<file path="config.mk">
export PLATFORM = sky130hd
export DESIGN_NAME = ts_arith_unit
export DESIGN_NICKNAME = d
export VERILOG_FILES = /design/src/rtl/ts_arith_pkg.sv /design/src/rtl/ts_operand_prep.sv /design/src/rtl/ts_adder.sv /design/src/rtl/ts_ovf_detect.sv /design/src/rtl/ts_sign_widen.sv /design/src/rtl/ts_arith_unit.sv
export SDC_FILE = /design/constraint.sdc
export NUM_CORES = 1
export LEC_CHECK = 0
export BUFFER_PORTS_ARGS = -buffer_cell sky130_fd_sc_hd__buf_2
export CORE_MARGIN = 2
export CORE_UTILIZATION = 25
export DETAILED_ROUTE_END_ITERATION = 16
export GPL_TIMING_DRIVEN = 0
export PLACE_DENSITY_LB_ADDON = 0.2
export SLEW_MARGIN = 20
export SYNTH_ARGS = -nofsm -noshare
export SYNTH_HDL_FRONTEND = slang
export SYNTH_SLANG_ARGS = --single-unit
</file>
<file path="constraint.sdc">
create_clock -name vclk -period 10.14
set_clock_uncertainty 0.15 [all_clocks]
set_input_delay 1.521 -clock vclk [all_inputs]
set_output_delay 1.521 -clock vclk [all_outputs]
set_load 0.05 [all_outputs]
</file>
<file path="src/rtl/ts_arith_pkg.sv">
package ts_arith_pkg;

   typedef enum logic [1:0] {
      OP_ADD  = 2'b00,
      OP_SUB  = 2'b01,
      OP_NEG  = 2'b10,
      OP_PASS = 2'b11
   } ts_op_e;

   localparam int ADDER_RIPPLE   = 0;
   localparam int ADDER_INFERRED = 1;

endpackage

</file>
<file path="src/rtl/ts_operand_prep.sv">
module ts_operand_prep
   import ts_arith_pkg::*;
#(
   parameter int W = 8
) (
   input  ts_op_e         op,
   input  logic [W-1:0]   a,
   input  logic [W-1:0]   b,
   output logic [W-1:0]   x,
   output logic [W-1:0]   y,
   output logic           cin
);

   // Every operation is mapped onto a single add: x + y + cin.
   always_comb begin
      x   = a;
      y   = '0;
      cin = 1'b0;
      unique case (op)
         OP_ADD: begin
            y = b;
         end
         OP_SUB: begin
            y   = ~b;
            cin = 1'b1;
         end
         OP_NEG: begin
            x   = ~a;
            cin = 1'b1;
         end
         OP_PASS: begin
            x = a;
         end
         default: begin
            x = a;
         end
      endcase
   end

endmodule

</file>
<file path="src/rtl/ts_adder.sv">
module ts_adder
   import ts_arith_pkg::*;
#(
   parameter int W    = 8,
   parameter int KIND = ADDER_RIPPLE
) (
   input  logic [W-1:0] x,
   input  logic [W-1:0] y,
   input  logic         cin,
   output logic [W-1:0] sum,
   output logic         cout
);

   generate
      if (KIND == ADDER_RIPPLE) begin : g_ripple
         logic [W:0] c;
         assign c[0] = cin;
         for (genvar i = 0; i < W; i++) begin : g_bit
            assign sum[i]   = x[i] ^ y[i] ^ c[i];
            assign c[i+1]   = (x[i] & y[i]) | (c[i] & (x[i] ^ y[i]));
         end
         assign cout = c[W];
      end else if (KIND == ADDER_INFERRED) begin : g_inferred
         logic [W:0] full;
         assign full = {1'b0, x} + {1'b0, y} + {{W{1'b0}}, cin};
         assign sum  = full[W-1:0];
         assign cout = full[W];
      end else begin : g_bad_kind
         $error("ts_adder: unsupported KIND %0d", KIND);
      end
   endgenerate

endmodule

</file>
<file path="src/rtl/ts_ovf_detect.sv">
module ts_ovf_detect
   import ts_arith_pkg::*;
(
   input  ts_op_e op,
   input  logic   x_msb,
   input  logic   y_msb,
   input  logic   a_msb,
   input  logic   a_zero,
   input  logic   sum_msb,
   output logic   ovf
);

   logic same_in_sign;
   logic sign_flipped;

   assign same_in_sign = ~(x_msb ^ y_msb);
   assign sign_flipped = sum_msb ^ x_msb;

   always_comb begin
      unique case (op)
         OP_ADD, OP_SUB: ovf = same_in_sign & sign_flipped;
         // Negation of a nonzero value must flip the sign; if it does not,
         // the operand was the most negative code.
         OP_NEG:         ovf = ~a_zero & ~(a_msb ^ sum_msb);
         OP_PASS:        ovf = 1'b0;
         default:        ovf = 1'b0;
      endcase
   end

endmodule

</file>
<file path="src/rtl/ts_sign_widen.sv">
module ts_sign_widen #(
   parameter int W  = 8,
   parameter int EW = 16
) (
   input  logic [W-1:0]  narrow,
   output logic [EW-1:0] wide
);

   assign wide[W-1:0] = narrow;

   generate
      for (genvar i = W; i < EW; i++) begin : g_ext
         assign wide[i] = narrow[W-1];
      end
   endgenerate

endmodule

</file>
<file path="src/rtl/ts_arith_unit.sv">
module ts_arith_unit
   import ts_arith_pkg::*;
#(
   parameter int W          = 8,
   parameter int EW         = 16,
   parameter int ADDER_KIND = ADDER_RIPPLE
) (
   input  logic [1:0]    op_code,
   input  logic [W-1:0]  opnd_a,
   input  logic [W-1:0]  opnd_b,
   output logic [W-1:0]  result,
   output logic [EW-1:0] result_wide,
   output logic          carry_out,
   output logic          overflow
);

   localparam int MSB = W - 1;

   generate
      if (W < 2) begin : g_chk_w
         $error("ts_arith_unit: W must be at least 2");
      end
      if (EW < W) begin : g_chk_ew
         $error("ts_arith_unit: EW must not be below W");
      end
   endgenerate

   ts_op_e        op;
   logic [W-1:0]  x_in;
   logic [W-1:0]  y_in;
   logic          c_in;
   logic [W-1:0]  sum;
   logic          a_zero;

   assign op     = ts_op_e'(op_code);
   assign a_zero = ~|opnd_a;

   ts_operand_prep #(.W(W)) u_prep (
      .op  (op),
      .a   (opnd_a),
      .b   (opnd_b),
      .x   (x_in),
      .y   (y_in),
      .cin (c_in)
   );

   ts_adder #(.W(W), .KIND(ADDER_KIND)) u_add (
      .x    (x_in),
      .y    (y_in),
      .cin  (c_in),
      .sum  (sum),
      .cout (carry_out)
   );

   ts_ovf_detect u_ovf (
      .op      (op),
      .x_msb   (x_in[MSB]),
      .y_msb   (y_in[MSB]),
      .a_msb   (opnd_a[MSB]),
      .a_zero  (a_zero),
      .sum_msb (sum[MSB]),
      .ovf     (overflow)
   );

   ts_sign_widen #(.W(W), .EW(EW)) u_widen (
      .narrow (sum),
      .wide   (result_wide)
   );

   assign result = sum;

endmodule

</file>
==> results.json, run 1 <==
{
  "post-place-ws_ns": 2.31,
  "syn_area_sq_um": 631,
  "dieArea_sq_um": 2940,
  "gp_congestion": 0.628,
  "final_nets": 147,
  "ys_top_cells_by_count": "buf_4 (17), inv_1 (15), fa_1 (8), mux2i_1 (7), xnor2_1 (6)",
  "start_kind": "input pin",
  "worstPathMaxFanout": 8,
  "setup_viol": 0,
  "die_w_microns": 54.2,
  "start_util": 0.259,
  "wl_per_cell_microns": 8.68,
  "worstSetupEndpointType": "output pin",
  "synth.top_cell.area_share": 0.254,
  "timing.final.max_slew_violations": 0,
  "firstDrtPassIters": 2,
  "grt-ovfl-total": 0,
  "power_leakage_nw": 0.525,
  "yosysUniqueCellTypes": 16,
  "crit_type": "input pin to output pin",
  "antenna_left": 0,
  "min_path_cells": 4,
  "viasPerCell": 3.78,
  "crit_required_ns": 8.47,
  "p_total_mw": 0.216,
  "ir_worst_vdd_mv": 0.180,
  "hold_buffers": 0,
  "grt_pass1_vias": 484,
  "drive_gt1_frac": 0.570,
  "max_slew_margin": 0.802,
  "grt_use_total": 0.0863,
  "fin_crit_sh": 0.767,
  "final_core_util": 0.365,
  "grt_max_degree": 11,
  "core_region_area_sq_um": 2430,
  "synth_area_per_cell_sq_um": 9.01,
  "max_cap_viol_count": 0,
  "rows": 18,
  "multi_input_comb_area_sq_um": 435,
  "vias": 545,
  "hp-class": "input pin to output pin",
  "rsz0062_at_grt": "no",
  "regArea_sq_um": 0,
  "syn_to_final_growth_pct": 40.9,
  "antenna_found_initial": 0,
  "crit_start": "op_code[0]",
  "synthTopCellsByArea": "fa_1 (25%), buf_4 (20%), mux2i_1 (11%)",
  "timing.hold.ws_ns": 3.40,
  "dp.cells": 144,
  "setup_tns_ns": 0,
  "seq_cells": 0,
  "worstMarginPinSlew_ns": 0.296,
  "yosysWarnings": 0,
  "pwr_density_cell_nw_per_um2": 243,
  "antennaDiodeCount": 0,
  "grt_pass1_wl_mm": 1.97,
  "outcome": "completed",
  "io_buffers": 44,
  "worst_slack_ns": 2.36,
  "synth_top_area_cell": "fa_1",
  "drcViolationCount": 0,
  "finish.cell_count_without_fillers": 144,
  "fmax_mhz": 129,
  "io_pins": 44,
  "first_iter_violations": 2,
  "cts_resized": 0,
  "final_area_sq_um": 888,
  "dpl_cell_area_sq_um": 888,
  "synth.most_common_cell": "buf_4",
  "arrival_ns": 6.11,
  "nFillCells": 273,
  "hold_viol": 0,
  "routed_wl_mm": 1.25,
  "post_cts_buffers": 0,
  "synthCells": 70,
  "n_clock_buffer": 0,
  "syn_nets": 101,
  "min_period_ns": 7.78,
  "die_height_microns": 54.2,
  "yosysSeqAreaShare": 0,
  "worstHoldStart": "opnd_a[7]"
}
[power breakdown]
part	total (mW)	internal, mW	switching, mW
combinational	0.216	0.0627	0.153
clock	0	0	0
sequential	0	0	0
total	0.216	0.0627	0.153
[cell usage in the layout (no fill, tap or decap)]
| master | instances |
|---|---|
| a21o_1 | 1 |
| nor4_2 | 1 |
| mux2i_1 | 7 |
| nor3_1 | 1 |
| ha_1 | 5 |
| nor2_1 | 1 |
| fa_1 | 8 |
| mux2_2 | 1 |
| nand2b_4 | 1 |
| xnor2_1 | 6 |
| inv_1 | 15 |
| buf_4 | 17 |
| buf_2 | 44 |
| xor2_1 | 2 |
| a31oi_1 | 2 |
| buf_6 | 1 |
| nand2b_1 | 1 |
[layout make-up]
type,instances,share of cell area
multi-input cells,37,0.490
plain buffers,18,0.156
well taps,30,0.0423
repair buffers,44,0.248
inverters,15,0.0634
[worst paths after layout]
| kind | endpoint | slack, ns |
|---|---|---|
| worst min-delay path | overflow | 3.40 |
| worst max-delay path | overflow | 2.36 |
[routing by layer]
layer,GRT usage,vias to the layer above,routed length (microns)
li1,-,282,-
met1,0.102,244,505
met2,0.179,19,657
met3,0.00273,0,86
met4,0,0,0
met5,0,-,0
[kinds of logic (layout without fill, tap and decap cells)]
group | count (synthesis) | count (layout) | synth area share
buffers and inverters | 33 | 77 | 0.310
adder cells (fa/ha/maj) | 13 | 13 | 0.353
XOR/XNOR | 8 | 8 | 0.111
multiplexers | 8 | 8 | 0.129
AND/OR/NAND/NOR | 5 | 5 | 0.0655
AO/OA/AOI/OAI | 3 | 3 | 0.0317
[worst max-delay path, cell delays in order]
cell      delay (ns)
buf_2           0.11
inv_1           0.08
ha_1            0.33
mux2i_1         0.15
fa_1            0.44
fa_1            0.41
fa_1            0.39
fa_1            0.39
fa_1            0.39
fa_1            0.36
inv_1           0.07
fa_1            0.15
inv_1           0.05
fa_1            0.57
nand2b_1        0.15
a31oi_1         0.08
a31oi_1         0.15
buf_2           0.29
(Power assumes the default switching activity.)
==> run 2: changes to the inputs <==
ABC_AREA = 1   (was not set)
clock period = 8.16 ns   (was 10.14 ns; I/O delays follow)
==> run 2 against run 1 <==
Against the previous run:
- non-clock buffer count did not move
- global-route usage rose by 0.10 points
- synthesized cell count rose by 33%
- utilization rose by 0.46 points
- die area rose by 5.3%
- wire length rose by 4.6%
- critical path depth rose by 2
- setup slack got worse by 1.4 ns
- first-iteration DRC count rose by 50%
- final cell count rose by 16%
- cell area rose by 4.1%
- largest power group unchanged
==> results.json, run 2 <==
{
  "outcome": "completed",
  "syn_nets": 124,
  "seq_cells": 0,
  "vias": 617,
  "final_nets": 170,
  "ys_top_cells_by_count": "inv_1 (22), buf_4 (17), nand2_1 (11), fa_1 (8), o21ai_0 (7)",
  "met2WireLength_microns": 659,
  "hold_viol": 0,
  "grt-ovfl-total": 0,
  "hpwl_mm": 1.21,
  "regArea_sq_um": 0,
  "synth.top_cell.area_share": 0.240,
  "wl_met3_microns": 66,
  "timing.final.max_slew_violations": 0,
  "final_cell_mix": "buf_2 (44), inv_1 (22), buf_4 (17), nand2_1 (11), fa_1 (8)",
  "gp_congestion": 0.684,
  "synth_area_per_cell_sq_um": 7.17,
  "grt_pass1_vias": 601,
  "io_buffers": 44,
  "grt_max_degree": 12,
  "drive_gt1_frac": 0.482,
  "ir_worst_vdd_mv": 0.170,
  "post_cts_buffers": 0,
  "worstSetupEndpointType": "output pin",
  "antenna_found_initial": 0,
  "hp-class": "input pin to output pin",
  "firstDrtPassIters": 2,
  "wl_per_cell_microns": 7.83,
  "min_path_cells": 5,
  "wl_met1_microns": 581,
  "viasPerCell": 3.69,
  "yosysWarnings": 0,
  "min_period_ns": 7.17,
  "crit_required_ns": 6.79,
  "final_area_sq_um": 925,
  "slowest_stage": "fa_1",
  "setup_viol": 0,
  "yosysSeqAreaShare": 0,
  "grt_use_total": 0.0873,
  "synth.most_common_cell": "inv_1",
  "first_iter_violations": 3,
  "hold_buffers": 0,
  "cp_slowest_stage_delay_ns": 0.54,
  "syn_area_sq_um": 667,
  "drcViolationCount": 0,
  "antenna_left": 0,
  "core_region_area_sq_um": 2500,
  "fmax_mhz": 139,
  "dpl_cell_area_sq_um": 925,
  "dr.max_layer_used": "met3",
  "n_clock_buffer": 0,
  "crit_type": "input pin to output pin",
  "setup_tns_ns": 0,
  "yosysUniqueCellTypes": 16,
  "start_util": 0.267,
  "pwr_density_cell_nw_per_um2": 310,
  "die_w_microns": 55.7,
  "worstPathMaxFanout": 11,
  "synthCells": 93,
  "rsz0062_at_grt": "no",
  "power_leakage_nw": 0.562,
  "synthTopCellsByArea": "fa_1 (24%), buf_4 (19%), inv_1 (12%)",
  "max_slew_margin": 0.793,
  "rows": 18,
  "fin_crit_sh": 0.879,
  "arrival_ns": 5.80,
  "antennaDiodeCount": 0,
  "syn_to_final_growth_pct": 38.6,
  "hold_path_end": "overflow",
  "crit_top_cell": "fa_1",
  "max_cap_viol_count": 0,
  "p_total_mw": 0.286,
  "cts_resized": 0,
  "die_height_microns": 55.7,
  "dieArea_sq_um": 3100,
  "routed_wl_mm": 1.31,
  "synth_top_area_cell": "fa_1",
  "grt_pass1_wl_mm": 2.34,
  "crit_chain": "buf_2, inv_1, ha_1, buf_6, xnor2_1, fa_1, fa_1, fa_1, fa_1, fa_1, fa_1, inv_1, fa_1, inv_1, fa_1, inv_1, nand3_1, nand4_1, nand2_1, buf_2",
  "start_kind": "input pin",
  "io_pins": 44,
  "layout_commonest_cell": "buf_2",
  "worstMarginPinSlew_ns": 0.307,
  "worstHoldStart": "opnd_a[7]"
}
-- run 2: cell count changes in the layout (fill, tap and decap cells not counted), sizes merged, moves of 2 or more --
cell | previous run | this run
nor2 | 1 | 5
nand2 | 0 | 15
nand2b | 2 | 0
nand3 | 0 | 2
mux2i | 7 | 0
a31oi | 2 | 0
inv | 15 | 22
o21ai | 0 | 7
-- run 2: kinds of logic after synthesis --
family	count (synthesis)	synth area share
buffers and inverters	40	0.332
adder cells (fa/ha/maj)	13	0.334
XOR/XNOR	8	0.105
AO/OA/AOI/OAI	8	0.0600
AND/OR/NAND/NOR	24	0.169
-- run 2: worst max-delay path, delay by kind of cell --
family / cells / cell delay (ns)
xor+xnor: 1 / 0.15
fa+ha+maj: 9 / 3.28
buf+inv: 7 / 0.87
simple gates: 3 / 0.27
-- run 2: how the worst max path moves through the flow --
stage	from	endpoint	slack, ns	cells after the start
floorplan	op_code[0]	overflow	1.26	18
global placement	op_code[0]	overflow	1.0	20
detailed placement	op_code[1]	overflow	0.94	19
CTS	op_code[0]	overflow	0.94	20
global route	op_code[0]	overflow	0.61	21
finish	op_code[0]	overflow	0.99	20
-- run 2: layer usage --
| layer | up-vias | GRT usage |
|---|---|---|
| met5 | - | 0 |
| met3 | 0 | 0.00233 |
| li1 | 342 | - |
| met4 | 0 | 0 |
| met2 | 16 | 0.165 |
| met1 | 259 | 0.117 |
-- run 2: final cells by class --
cell class	instances	area, sq um
buffer	18	139
inverter	22	82.6
fill	289	1580
timing repair buffer	44	220
tap	30	37.5
multi-input combinational	53	445
-- run 2: per-stage QoR --
step,utilization,hold WS [ns],instances,worst slack (ns)
floorplan,-,2.69,93,1.26
global placement,0.370,2.80,167,0.998
detailed placement,0.370,2.81,167,0.937
CTS,0.370,2.81,167,0.936
global route,0.370,2.82,167,0.609
finish,0.370,2.80,167,0.986
-- run 2: where the power goes --
group | switching, mW | total (mW) | internal (mW)
sequential | 0 | 0 | 0
clock | 0 | 0 | 0
combinational | 0.205 | 0.286 | 0.0817
